`src/rtl/ccd_tg_pkg.sv`:
```
package ccd_tg_pkg;

  typedef enum logic [1:0] {
    ST_LOAD = 2'd0,
    ST_TG   = 2'd1,
    ST_HOLD = 2'd2,
    ST_READ = 2'd3
  } seq_state_t;

  typedef enum logic [1:0] {
    RG_DARK    = 2'd0,
    RG_INVALID = 2'd1,
    RG_VALID   = 2'd2,
    RG_IDLE    = 2'd3
  } region_t;

  localparam logic [1:0] SEL_RED   = 2'b01;
  localparam logic [1:0] SEL_GREEN = 2'b10;
  localparam logic [1:0] SEL_BLUE  = 2'b11;

  // Line-mode colour code to select pair; code 3 folds onto blue so 00 is unreachable.
  function automatic logic [1:0] color_to_sel(input logic [1:0] code);
    case (code)
      2'd0:    color_to_sel = SEL_RED;
      2'd1:    color_to_sel = SEL_GREEN;
      default: color_to_sel = SEL_BLUE;
    endcase
  endfunction

endpackage

```
`src/rtl/ccd_cfg_shadow.sv`:
```
module ccd_cfg_shadow #(
  parameter int CYC_W     = 16,
  parameter int IDX_W     = 12,
  parameter int DEF_PIX   = 100,
  parameter int DEF_TG    = 1000,
  parameter int DEF_HOLD  = 95,
  parameter int DEF_RST   = 4,
  parameter int DEF_LINE  = 2760
) (
  input  logic             clk,
  input  logic             rst_n,
  input  logic             load,
  input  logic [CYC_W-1:0] in_pix,
  input  logic [CYC_W-1:0] in_tg,
  input  logic [CYC_W-1:0] in_hold,
  input  logic [CYC_W-1:0] in_rst,
  input  logic [IDX_W-1:0] in_line,
  input  logic             in_interleave,
  input  logic [1:0]       in_color,
  output logic [CYC_W-1:0] sh_pix,
  output logic [CYC_W-1:0] sh_tg,
  output logic [CYC_W-1:0] sh_hold,
  output logic [CYC_W-1:0] sh_rst,
  output logic [IDX_W-1:0] sh_line,
  output logic             sh_interleave,
  output logic [1:0]       sh_color
);

  always_ff @(posedge clk or negedge rst_n) begin
    if (!rst_n) begin
      sh_pix        <= CYC_W'(DEF_PIX);
      sh_tg         <= CYC_W'(DEF_TG);
      sh_hold       <= CYC_W'(DEF_HOLD);
      sh_rst        <= CYC_W'(DEF_RST);
      sh_line       <= IDX_W'(DEF_LINE);
      sh_interleave <= 1'b0;
      sh_color      <= 2'd2;
    end else if (load) begin
      sh_pix        <= in_pix;
      sh_tg         <= in_tg;
      sh_hold       <= in_hold;
      sh_rst        <= in_rst;
      sh_line       <= in_line;
      sh_interleave <= in_interleave;
      sh_color      <= in_color;
    end
  end

  // latched settings move only on the load strobe
  a_r7_cfg_frozen: assert property (@(posedge clk) disable iff (!rst_n)
    !load |=> ($stable(sh_pix) && $stable(sh_tg) && $stable(sh_hold) &&
               $stable(sh_rst) && $stable(sh_line) && $stable(sh_interleave) &&
               $stable(sh_color)));

endmodule

```
`src/rtl/ccd_period_ctr.sv`:
```
module ccd_period_ctr #(
  parameter int CYC_W = 16
) (
  input  logic             clk,
  input  logic             rst_n,
  input  logic [CYC_W-1:0] period,
  input  logic             restart,
  output logic [CYC_W-1:0] pcnt,
  output logic             wrap
);

  logic [CYC_W-1:0] pcnt_nxt;

  always_comb begin
    wrap = (pcnt == period - 1'b1);
    if (restart || wrap) pcnt_nxt = '0;
    else                 pcnt_nxt = pcnt + 1'b1;
  end

  always_ff @(posedge clk or negedge rst_n) begin
    if (!rst_n) pcnt <= '0;
    else        pcnt <= pcnt_nxt;
  end

  // period position stays inside the latched period
  a_r5_pos_in_period: assert property (@(posedge clk) disable iff (!rst_n)
    pcnt < period);

endmodule

```
`src/rtl/ccd_line_seq.sv`:
```
module ccd_line_seq
  import ccd_tg_pkg::*;
#(
  parameter int CYC_W = 16,
  parameter int IDX_W = 12
) (
  input  logic             clk,
  input  logic             rst_n,
  input  logic [CYC_W-1:0] tg_len,
  input  logic [CYC_W-1:0] hold_len,
  input  logic [IDX_W-1:0] line_len,
  input  logic             wrap,
  output seq_state_t       state,
  output logic [IDX_W-1:0] pidx,
  output logic             load,
  output logic             restart
);

  seq_state_t       state_nxt;
  logic [CYC_W-1:0] tcnt, tcnt_nxt;
  logic [IDX_W-1:0] pidx_nxt;

  always_comb begin
    state_nxt = state;
    tcnt_nxt  = tcnt;
    pidx_nxt  = pidx;
    load      = 1'b0;
    restart   = 1'b0;
    case (state)
      ST_LOAD: begin
        load      = 1'b1;
        state_nxt = ST_TG;
        tcnt_nxt  = '0;
      end
      ST_TG: begin
        if (tcnt == tg_len - 1'b1) begin
          state_nxt = ST_HOLD;
          tcnt_nxt  = '0;
        end else begin
          tcnt_nxt = tcnt + 1'b1;
        end
      end
      ST_HOLD: begin
        if (tcnt == hold_len - 1'b1) begin
          state_nxt = ST_READ;
          restart   = 1'b1;
          pidx_nxt  = '0;
        end else begin
          tcnt_nxt = tcnt + 1'b1;
        end
      end
      default: begin
        if (wrap) begin
          if (pidx == line_len - 1'b1) state_nxt = ST_LOAD;
          else                         pidx_nxt  = pidx + 1'b1;
        end
      end
    endcase
  end

  always_ff @(posedge clk or negedge rst_n) begin
    if (!rst_n) begin
      state <= ST_LOAD;
      tcnt  <= '0;
      pidx  <= '0;
    end else begin
      state <= state_nxt;
      tcnt  <= tcnt_nxt;
      pidx  <= pidx_nxt;
    end
  end

  // readout index never passes the programmed line length
  a_r8_idx_in_line: assert property (@(posedge clk) disable iff (!rst_n)
    (state == ST_READ) |-> (pidx < line_len));

  // readout is only entered from the hold window
  a_r4_hold_before_read: assert property (@(posedge clk) disable iff (!rst_n)
    $rose(state == ST_READ) |-> ($past(state) == ST_HOLD));

  // the load slot lasts a single cycle and leads into transfer
  a_r8_load_one_cycle: assert property (@(posedge clk) disable iff (!rst_n)
    (state == ST_LOAD) |=> (state == ST_TG));

endmodule

```
`src/rtl/ccd_drive_out.sv`:
```
module ccd_drive_out
  import ccd_tg_pkg::*;
#(
  parameter int CYC_W     = 16,
  parameter int IDX_W     = 12,
  parameter int LEAD_INV  = 3,
  parameter int DARK_PIX  = 48,
  parameter int GAP_INV   = 2,
  parameter int VALID_PIX = 2700
) (
  input  logic             clk,
  input  logic             rst_n,
  input  seq_state_t       state,
  input  logic [CYC_W-1:0] pcnt,
  input  logic [IDX_W-1:0] pidx,
  input  logic [CYC_W-1:0] sh_pix,
  input  logic [CYC_W-1:0] sh_rst,
  input  logic             sh_interleave,
  input  logic [1:0]       sh_color,
  output logic             phi1_q,
  output logic             phi2_q,
  output logic             rst_gate_q,
  output logic             tg_q,
  output logic [1:0]       sel_q,
  output logic             line_start_q,
  output logic [IDX_W-1:0] idx_q,
  output logic [1:0]       region_q
);

  localparam int B_DARK  = LEAD_INV;
  localparam int B_GAP   = B_DARK + DARK_PIX;
  localparam int B_VALID = B_GAP + GAP_INV;
  localparam int B_PAD   = B_VALID + VALID_PIX;

  logic             phi1_d, phi2_d, rst_d, tg_d, ls_d;
  logic [1:0]       sel_d;
  logic [IDX_W-1:0] idx_d;
  region_t          region_d;
  logic [CYC_W-1:0] half;
  logic [CYC_W+1:0] pos3, per1, per2;
  logic             reading;

  always_comb begin
    reading = (state == ST_READ);
    half    = sh_pix >> 1;
    phi1_d  = !reading || (pcnt < half);
    phi2_d  = reading && (pcnt >= half);
    rst_d   = (pcnt < sh_rst);
    tg_d    = (state == ST_TG);
    ls_d    = (state == ST_LOAD);
    // colour slot: compare 3k against P and 2P
    pos3 = ({2'b00, pcnt} << 1) + {2'b00, pcnt};
    per1 = {2'b00, sh_pix};
    per2 = per1 << 1;
    if (sh_interleave) begin
      if (pos3 < per1)      sel_d = SEL_RED;
      else if (pos3 < per2) sel_d = SEL_GREEN;
      else                  sel_d = SEL_BLUE;
    end else begin
      sel_d = color_to_sel(sh_color);
    end
    idx_d = reading ? pidx : '0;
    if (!reading)                      region_d = RG_IDLE;
    else if (pidx < IDX_W'(B_DARK))    region_d = RG_INVALID;
    else if (pidx < IDX_W'(B_GAP))     region_d = RG_DARK;
    else if (pidx < IDX_W'(B_VALID))   region_d = RG_INVALID;
    else if (pidx < IDX_W'(B_PAD))     region_d = RG_VALID;
    else                               region_d = RG_INVALID;
  end

  always_ff @(posedge clk or negedge rst_n) begin
    if (!rst_n) begin
      phi1_q       <= 1'b1;
      phi2_q       <= 1'b0;
      rst_gate_q   <= 1'b0;
      tg_q         <= 1'b0;
      sel_q        <= SEL_BLUE;
      line_start_q <= 1'b0;
      idx_q        <= '0;
      region_q     <= RG_IDLE;
    end else begin
      phi1_q       <= phi1_d;
      phi2_q       <= phi2_d;
      rst_gate_q   <= rst_d;
      tg_q         <= tg_d;
      sel_q        <= sel_d;
      line_start_q <= ls_d;
      idx_q        <= idx_d;
      region_q     <= region_d;
    end
  end

  // the prohibited select pair is never driven
  a_r1_sel_legal: assert property (@(posedge clk) disable iff (!rst_n)
    sel_q != 2'b00);

  // the two shift clock phases are never equal
  a_r3_phases_opposed: assert property (@(posedge clk) disable iff (!rst_n)
    phi1_q != phi2_q);

  // shift clocks frozen while the transfer gate is open
  a_r4_tg_freezes_clocks: assert property (@(posedge clk) disable iff (!rst_n)
    tg_q |-> (phi1_q && !phi2_q));

  // the line strobe is a single-cycle pulse
  a_r8_start_pulse: assert property (@(posedge clk) disable iff (!rst_n)
    line_start_q |=> !line_start_q);

  // outside readout the index reads zero
  a_r6_idle_index: assert property (@(posedge clk) disable iff (!rst_n)
    (region_q == RG_IDLE) |-> (idx_q == '0));

endmodule

```
`src/rtl/ccd_line_timing.sv`:
```
module ccd_line_timing
  import ccd_tg_pkg::*;
#(
  parameter int CYC_W     = 16,
  parameter int IDX_W     = 12,
  parameter int LEAD_INV  = 3,
  parameter int DARK_PIX  = 48,
  parameter int GAP_INV   = 2,
  parameter int VALID_PIX = 2700,
  parameter int DEF_PIX   = 100,
  parameter int DEF_TG    = 1000,
  parameter int DEF_HOLD  = 95,
  parameter int DEF_RST   = 4,
  parameter int DEF_LINE  = 2760
) (
  input  logic             clk,
  input  logic             rst_n,
  input  logic [CYC_W-1:0] cfg_pix_cyc,
  input  logic [CYC_W-1:0] cfg_tg_cyc,
  input  logic [CYC_W-1:0] cfg_hold_cyc,
  input  logic [CYC_W-1:0] cfg_rst_cyc,
  input  logic [IDX_W-1:0] cfg_line_pix,
  input  logic             cfg_interleave,
  input  logic [1:0]       cfg_color,
  output logic             phi1,
  output logic             phi2,
  output logic             rst_gate,
  output logic             tg,
  output logic             sel_a,
  output logic             sel_b,
  output logic             line_start,
  output logic [IDX_W-1:0] pix_idx,
  output logic [1:0]       region
);

  logic [1:0] rsync;
  logic       rst_int_n;

  always_ff @(posedge clk or negedge rst_n) begin
    if (!rst_n) rsync <= 2'b00;
    else        rsync <= {rsync[0], 1'b1};
  end
  assign rst_int_n = rsync[1];

  logic [CYC_W-1:0] sh_pix, sh_tg, sh_hold, sh_rst, pcnt;
  logic [IDX_W-1:0] sh_line, pidx;
  logic             sh_interleave, load, restart, wrap;
  logic [1:0]       sh_color, sel_q;
  seq_state_t       state;

  ccd_cfg_shadow #(
    .CYC_W(CYC_W), .IDX_W(IDX_W), .DEF_PIX(DEF_PIX), .DEF_TG(DEF_TG),
    .DEF_HOLD(DEF_HOLD), .DEF_RST(DEF_RST), .DEF_LINE(DEF_LINE)
  ) u_shadow (
    .clk(clk), .rst_n(rst_int_n), .load(load),
    .in_pix(cfg_pix_cyc), .in_tg(cfg_tg_cyc), .in_hold(cfg_hold_cyc),
    .in_rst(cfg_rst_cyc), .in_line(cfg_line_pix),
    .in_interleave(cfg_interleave), .in_color(cfg_color),
    .sh_pix(sh_pix), .sh_tg(sh_tg), .sh_hold(sh_hold), .sh_rst(sh_rst),
    .sh_line(sh_line), .sh_interleave(sh_interleave), .sh_color(sh_color)
  );

  ccd_period_ctr #(.CYC_W(CYC_W)) u_period (
    .clk(clk), .rst_n(rst_int_n), .period(sh_pix), .restart(restart),
    .pcnt(pcnt), .wrap(wrap)
  );

  ccd_line_seq #(.CYC_W(CYC_W), .IDX_W(IDX_W)) u_seq (
    .clk(clk), .rst_n(rst_int_n), .tg_len(sh_tg), .hold_len(sh_hold),
    .line_len(sh_line), .wrap(wrap), .state(state), .pidx(pidx),
    .load(load), .restart(restart)
  );

  ccd_drive_out #(
    .CYC_W(CYC_W), .IDX_W(IDX_W), .LEAD_INV(LEAD_INV), .DARK_PIX(DARK_PIX),
    .GAP_INV(GAP_INV), .VALID_PIX(VALID_PIX)
  ) u_drive (
    .clk(clk), .rst_n(rst_int_n), .state(state), .pcnt(pcnt), .pidx(pidx),
    .sh_pix(sh_pix), .sh_rst(sh_rst), .sh_interleave(sh_interleave),
    .sh_color(sh_color), .phi1_q(phi1), .phi2_q(phi2), .rst_gate_q(rst_gate),
    .tg_q(tg), .sel_q(sel_q), .line_start_q(line_start), .idx_q(pix_idx),
    .region_q(region)
  );

  assign sel_a = sel_q[1];
  assign sel_b = sel_q[0];

endmodule

```
`config.mk`:
```
export PLATFORM = sky130hd
export DESIGN_NAME = ccd_line_timing
export DESIGN_NICKNAME = d
export VERILOG_FILES = /design/src/rtl/ccd_tg_pkg.sv /design/src/rtl/ccd_cfg_shadow.sv /design/src/rtl/ccd_period_ctr.sv /design/src/rtl/ccd_line_seq.sv /design/src/rtl/ccd_drive_out.sv /design/src/rtl/ccd_line_timing.sv
export SDC_FILE = /design/constraint.sdc
export NUM_CORES = 1
export LEC_CHECK = 0
export CORE_MARGIN = 2
export CORE_UTILIZATION = 45
export CTS_CLUSTER_DIAMETER = 40
export CTS_CLUSTER_SIZE = 25
export DETAILED_ROUTE_END_ITERATION = 6
export DONT_BUFFER_PORTS = 1
export SLEW_MARGIN = 20
export SYNTH_ARGS = -nofsm -noshare
export SYNTH_HDL_FRONTEND = slang
export SYNTH_HIERARCHICAL = 1
export SYNTH_SLANG_ARGS = --single-unit
```
`constraint.sdc`:
```
create_clock -name clk -period 5.35 [get_ports clk]
set_clock_uncertainty 0.1 [all_clocks]
set_input_delay 0.8025 -clock clk [delete_from_list [all_inputs] [get_ports clk]]
set_output_delay 0.8025 -clock clk [all_outputs]
set_load 0.1 [all_outputs]
```
After elaboration in Yosys (flattened, before gate mapping). Cells that the tools add are included.

Flip-flop bits (word level): 148. RAM bits: 0. Memories: 0. Word-level logic and storage cells: 90. ROM bits: 0. Latch bits: 0. Bits of input ports: 81.

Multiplexer cells: 26. $lt $le $gt $ge: 9. Multiply operators: 0. Reduce and logical (&&, ||, !) cells: 14. Div/mod/pow operators: 0. Equality and inequality tests: 12. Bitwise logic cells: 1. $add $sub $neg: 8. Shift-type cells: 0.

Operators with widths (number): $eq A16 B16 Y1 (3); $mux W12 (4); $mux W16 (3); $pmux W16 S3 (1); $sub A16 B1 Y16 const B (3); $add A16 B1 Y16 const B (2); $lt A12 B6 Y1 const B (2); $pmux W12 S2 (1); $mux W2 (11); $add A17 B16 Y18 (1); $lt A18 B16 Y1 (1); $lt A18 B17 Y1 (1); $ge A16 B15 Y1 (1); $lt A16 B15 Y1 (1); $lt A16 B16 Y1 (1); $add A12 B1 Y12 const B (1); $eq A12 B12 Y1 (1); $lt A12 B12 Y1 const B (1); $lt A12 B2 Y1 const B (1); $sub A12 B1 Y12 const B (1); $reduce_and A4 Y1 (2); $reduce_bool A4 Y1 (2); $pmux W2 S3 (1); $eq A2 B1 Y1 const B (2); other kinds (14) (22).

Depth between registers and ports, before layout.
Depth in word-level cells: 6. Mapped depth: 18. Depth with buffers taken out: 18.

Cells and area by module. Netlist, hierarchy kept.

By module, submodules not included: ccd_line_seq (times used 1, area an instance 3417.0 µm², cells each 436); ccd_cfg_shadow (times used 1, area an instance 2995.4 µm², cells each 167); ccd_drive_out (times used 1, area an instance 2909.0 µm², cells each 331); ccd_period_ctr (times used 1, area an instance 1357.6 µm², cells each 146); ccd_line_timing (times used 1, area an instance 53.8 µm², cells each 3).

Worst setup path before layout. No wires, ideal clock.

Path kind: register to register. From: register u_shadow.sh_pix[3]. To: register u_seq.state[1]. Data arrival time: 3619 ps. Cell stages (with the launch flop): 12. Data required time: 5125 ps. Setup slack: 1506 ps. Cells stage by stage: dfrtp_1 > buf_6 > or4_4 > buf_6 > or3_4 > a2111oi_4 > o22ai_2 > nor4_4 > buf_6 > or3b_1 > a211o_1 > mux2_4.

Word-level cells in the longest chain between the ends: 4.

RTL lines: from (decl) (line ccd_cfg_shadow.sv:20) `output logic [CYC_W-1:0] sh_pix,`; from (signal assigned) (line ccd_cfg_shadow.sv:31) `sh_pix <= CYC_W'(DEF_PIX);`; from (signal assigned) (line ccd_cfg_shadow.sv:39) `sh_pix <= in_pix;`; $sub A16 B1 Y16 (line ccd_period_ctr.sv:15) `wrap = (pcnt == period - 1'b1);`; $eq A16 B16 Y1 (line ccd_period_ctr.sv:15); named net wrap (line ccd_line_timing.sv:47) `logic sh_interleave, load, restart, wrap;`; $reduce_bool A4 Y1 (no source line); $reduce_and A4 Y1 (no source line); to (signal assigned) (line ccd_line_seq.sv:67) `state <= state_nxt;`; to (decl) (line ccd_line_seq.sv:13) `output seq_state_t state,`.

The timed path passes the listed nets, and every way through them passes these cells. A chain may end at the register's enable or synchronous reset.

Worst setup path after layout.
From: register u_period.pcnt[1]. To: register u_drive.sel_q[0].

Word-level cells in the longest chain between the ends: 5. Elaborated cells on any way between the ends: 6.

RTL lines: from (decl) (line ccd_period_ctr.sv:8) `output logic [CYC_W-1:0] pcnt,`; from (signal assigned) (line ccd_period_ctr.sv:22) `else pcnt <= pcnt_nxt;`; $add A17 B16 Y18 (*) (line ccd_drive_out.sv:52) `pos3 = ({2'b00, pcnt} << 1) + {2'b00, pcnt};`; $lt A18 B17 Y1 (line ccd_drive_out.sv:57) `else if (pos3 < per2) sel_d = SEL_GREEN;`; $mux W1 (line ccd_drive_out.sv:57); $mux W2 (*) (line ccd_drive_out.sv:56) `if (pos3 < per1) sel_d = SEL_RED;`; $mux W2 (*) (line ccd_drive_out.sv:55) `if (sh_interleave) begin`; named net u_drive.sel_d[0] (line ccd_drive_out.sv:36) `logic [1:0] sel_d;`; to (signal assigned) (line ccd_drive_out.sv:86) `sel_q <= sel_d;`; to (decl) (line ccd_drive_out.sv:24) `output logic [1:0] sel_q,`.

The timed path passes the listed nets; every way through them passes the cells marked *.

==> impl_metrics.ini <==
[die]
io_pins = 102
die_h_um = 158
core_area_sq_um = 23500
die-area_sq_um = 25100
start_util = 0.457
rows = 56
die_w_um = 158

[detailed_routing]
via_per_inst = 5.81
initialDrtViolationCount = 406
drt-pass1-iter-count = 5
wirelength_um = 25300
drtAntennaViolNets = 0
vias = 8156
wire_per_inst_um = 18.0
drc = 0

[timing]
drv_slew = 0
setup_tns_ps = 0
setup_violations = 0
finalHoldViolations = 0
post-route-period-util = 0.778
tightest_slew_ps = 981
max_slew_margin = 0.346
rsz0062_at_grt = false
max_clock_freq_mhz = 240
finalCriticalPeriod_ps = 4160

[synthesis]
synth.distinct_cells = 87
synth_top_area_share = 0.282
synthCells = 1083
mappedNetlistArea_sq_um = 10700
ys_async_sr_fraction = 1.00
yosysWarnings = 6
ys_seq_elements = 148
synth_nets = 1253
synth_most_common_cell = dfrtp_1
netlist_top_cells_count = 121 x dfrtp_1, 88 x ha_1, 73 x inv_1
synth_area_leaders = dfrtp_1 28%, ha_1 10%, mux2_2 7.6%
synth_edf_count = 0
ys.flop_type = dfrtp_1
yosysTopAreaCell = dfrtp_1
synth-seq-area-share = 0.348
avgSynthCellArea_sq_um = 9.91

[global_routing]
grtUsageTotal = 0.208
overflow = 0
antenna_found_initial = 0
grt_pass1_wl_um = 41600
grt_max_degree = 81
grt_pass1_vias = 8104

[outcome]
status = finished clean

[place]
port-buffer-count = 0
place_congestion = 0.850
placed_area_sq_um = 11000
dp_hpwl_um = 18000

[critical_path]
cp.depth = 16
crit_path_start_kind = flip-flop
slowest_stage = dfrtp_1
end_kind = flip-flop
rrSetupSlack_ps = 1190
r2r_cells = 16
critPathKind = reg -> reg
path_buf_inv = 1
slowest_delay_ps = 550
path_max_fanout = 10
cp.required_ps = 5600
crit_chain = ha_1 -> inv_1 -> fa_1 -> nor2b_4 -> o211ai_2 -> a31oi_1 -> a41o_1 -> a21o_1 -> xor2_1 -> ha_1 -> a2111oi_4 -> nand2b_1 -> a31oi_1 -> a211oi_1 -> a2111o_1 -> a2bb2oi_1
arrival_ps = 4410
crit_family = compound AO/OA/AOI/OAI gates

[clock_tree]
htreeDepth = 4
max-clock-path-buffers = 2
postCtsSetupRepairBufs = 0
cts_tree = done
numCtsBuffers = 17
cts-resized-gates = 0
insertion_delay_ps = 430
ctsHoldBuffers = 1
cts.sinks = 148
root_buffer = clkbuf_16
path_clk_slew_ps = 60

[min_path]
hold_class = reg -> reg
whs_path_depth = 0

[power]
peakVddDrop_uv = 163
power_density_nw_per_um2 = 203
p_leak_nw = 5.30

[cells_and_area]
antenna_cells = 0
layout-drive-gt1-share = 0.171
syn_to_final_growth_pct = 8.28
fin_area_sq_um = 11600
fin_nets = 1241
nFillCells = 2182

[job]
drv_cap = 0
-- power breakdown --
group	internal (mW)	leakage, nW	switching, mW	total [mW]
Sequential	1.12	1.92	0.0107	1.13
Clock	0.717	0.274	0.503	1.22
Combinational	0.00204	3.11	0.0107	0.0128
-- cell usage in the layout (no fill, tap or decap), types with 16 or more instances in the layout --
cell       instances
dfrtp_1          120
ha_1              87
inv_1             73
mux2_2            72
xnor2_1           50
nor3_1            50
nor2_1            47
nand3_1           46
xor2_1            44
a21oi_1           36
nand2_1           35
o21ai_0           32
dfstp_2           27
and3_1            22
o2111ai_1         19
clkbuf_16         17
o211ai_1          17
a21o_1            16
-- kinds of logic after synthesis --
kind of cell    Yosys count  synth area share
mux                      90            0.0975
buf+inv                 115            0.0453
xor+xnor                 94            0.0767
simple gates            326             0.175
fa+ha+maj                90             0.105
flops                   148             0.348
other cells               1          0.000349
compound gates          219             0.152
-- through the flow --
step,worst slack (ps),util,std cells,hold slack [ps],total power [mW]
after floorplan,868,-,1083,231,1.16
after global placement,1240,0.469,1370,235,1.17
after detailed placement,1130,0.469,1370,239,1.17
after CTS,1100,0.495,1403,253,2.40
after global routing,929,0.495,1403,266,2.44
final,1190,0.495,1403,250,2.36
-- final timing paths --
check                            startpoint            endpoint
setup / recovery           u_period/pcnt[1]    u_drive/sel_q[0]
hold / removal                     rsync[0]            rsync[1]
setup reg to reg           u_period/pcnt[1]    u_drive/sel_q[0]
hold reg to reg                    rsync[0]            rsync[1]
max in group asynchronous          rsync[1]  u_shadow/sh_pix[6]
min in group asynchronous          rsync[1]       u_seq/pidx[5]
-- flip-flops by register name (all words and copies together), names as in the netlist --
| register | count |
|---|---|
| u_drive/line_start_q | 1 |
| u_seq/pidx | 12 |
| u_shadow/sh_tg | 16 |
| u_shadow/sh_rst | 16 |
| u_drive/rst_gate_q | 1 |
| u_drive/idx_q | 12 |
| u_drive/tg_q | 1 |
| rsync | 2 |
| u_shadow/sh_hold | 16 |
| u_shadow/sh_pix | 16 |
| u_shadow/sh_line | 12 |
| u_drive/region_q | 2 |
| u_drive/phi2_q | 1 |
| u_drive/phi1_q | 1 |
| u_drive/sel_q | 2 |
| u_shadow/sh_interleave | 1 |
| u_period/pcnt | 16 |
| u_seq/state | 2 |
| u_seq/tcnt | 16 |
| u_shadow/sh_color | 2 |
-- routing by layer --
metal | track usage | wire, um
met5 | 0 | 0
met4 | 0.0489 | 215
met3 | 0.0338 | 737
met2 | 0.371 | 12900
met1 | 0.264 | 11500
-- worst reg2reg max path: stages (launching register included) --
cell and delay [ps]:
dfrtp_1 550, ha_1 240, inv_1 50, fa_1 440, nor2b_4 160, o211ai_2 110, a31oi_1 310, a41o_1 240
a21o_1 200, xor2_1 240, ha_1 310, a2111oi_4 320, nand2b_1 90, a31oi_1 150, a211oi_1 70, a2111o_1 380
a2bb2oi_1 150
-- area by class of cell --
cell class              instances  area [sq um]  area share
multi-input cells             820          6530       0.562
clock buffers                  22           464      0.0399
inverters                      73           274      0.0236
flip-flops and latches        148          3740       0.322
clock inverters                10           125      0.0108
repair buffers                 11          88.8     0.00764
well taps                     319           399      0.0343
No activity file was read; power rests on OpenSTA's default activity.
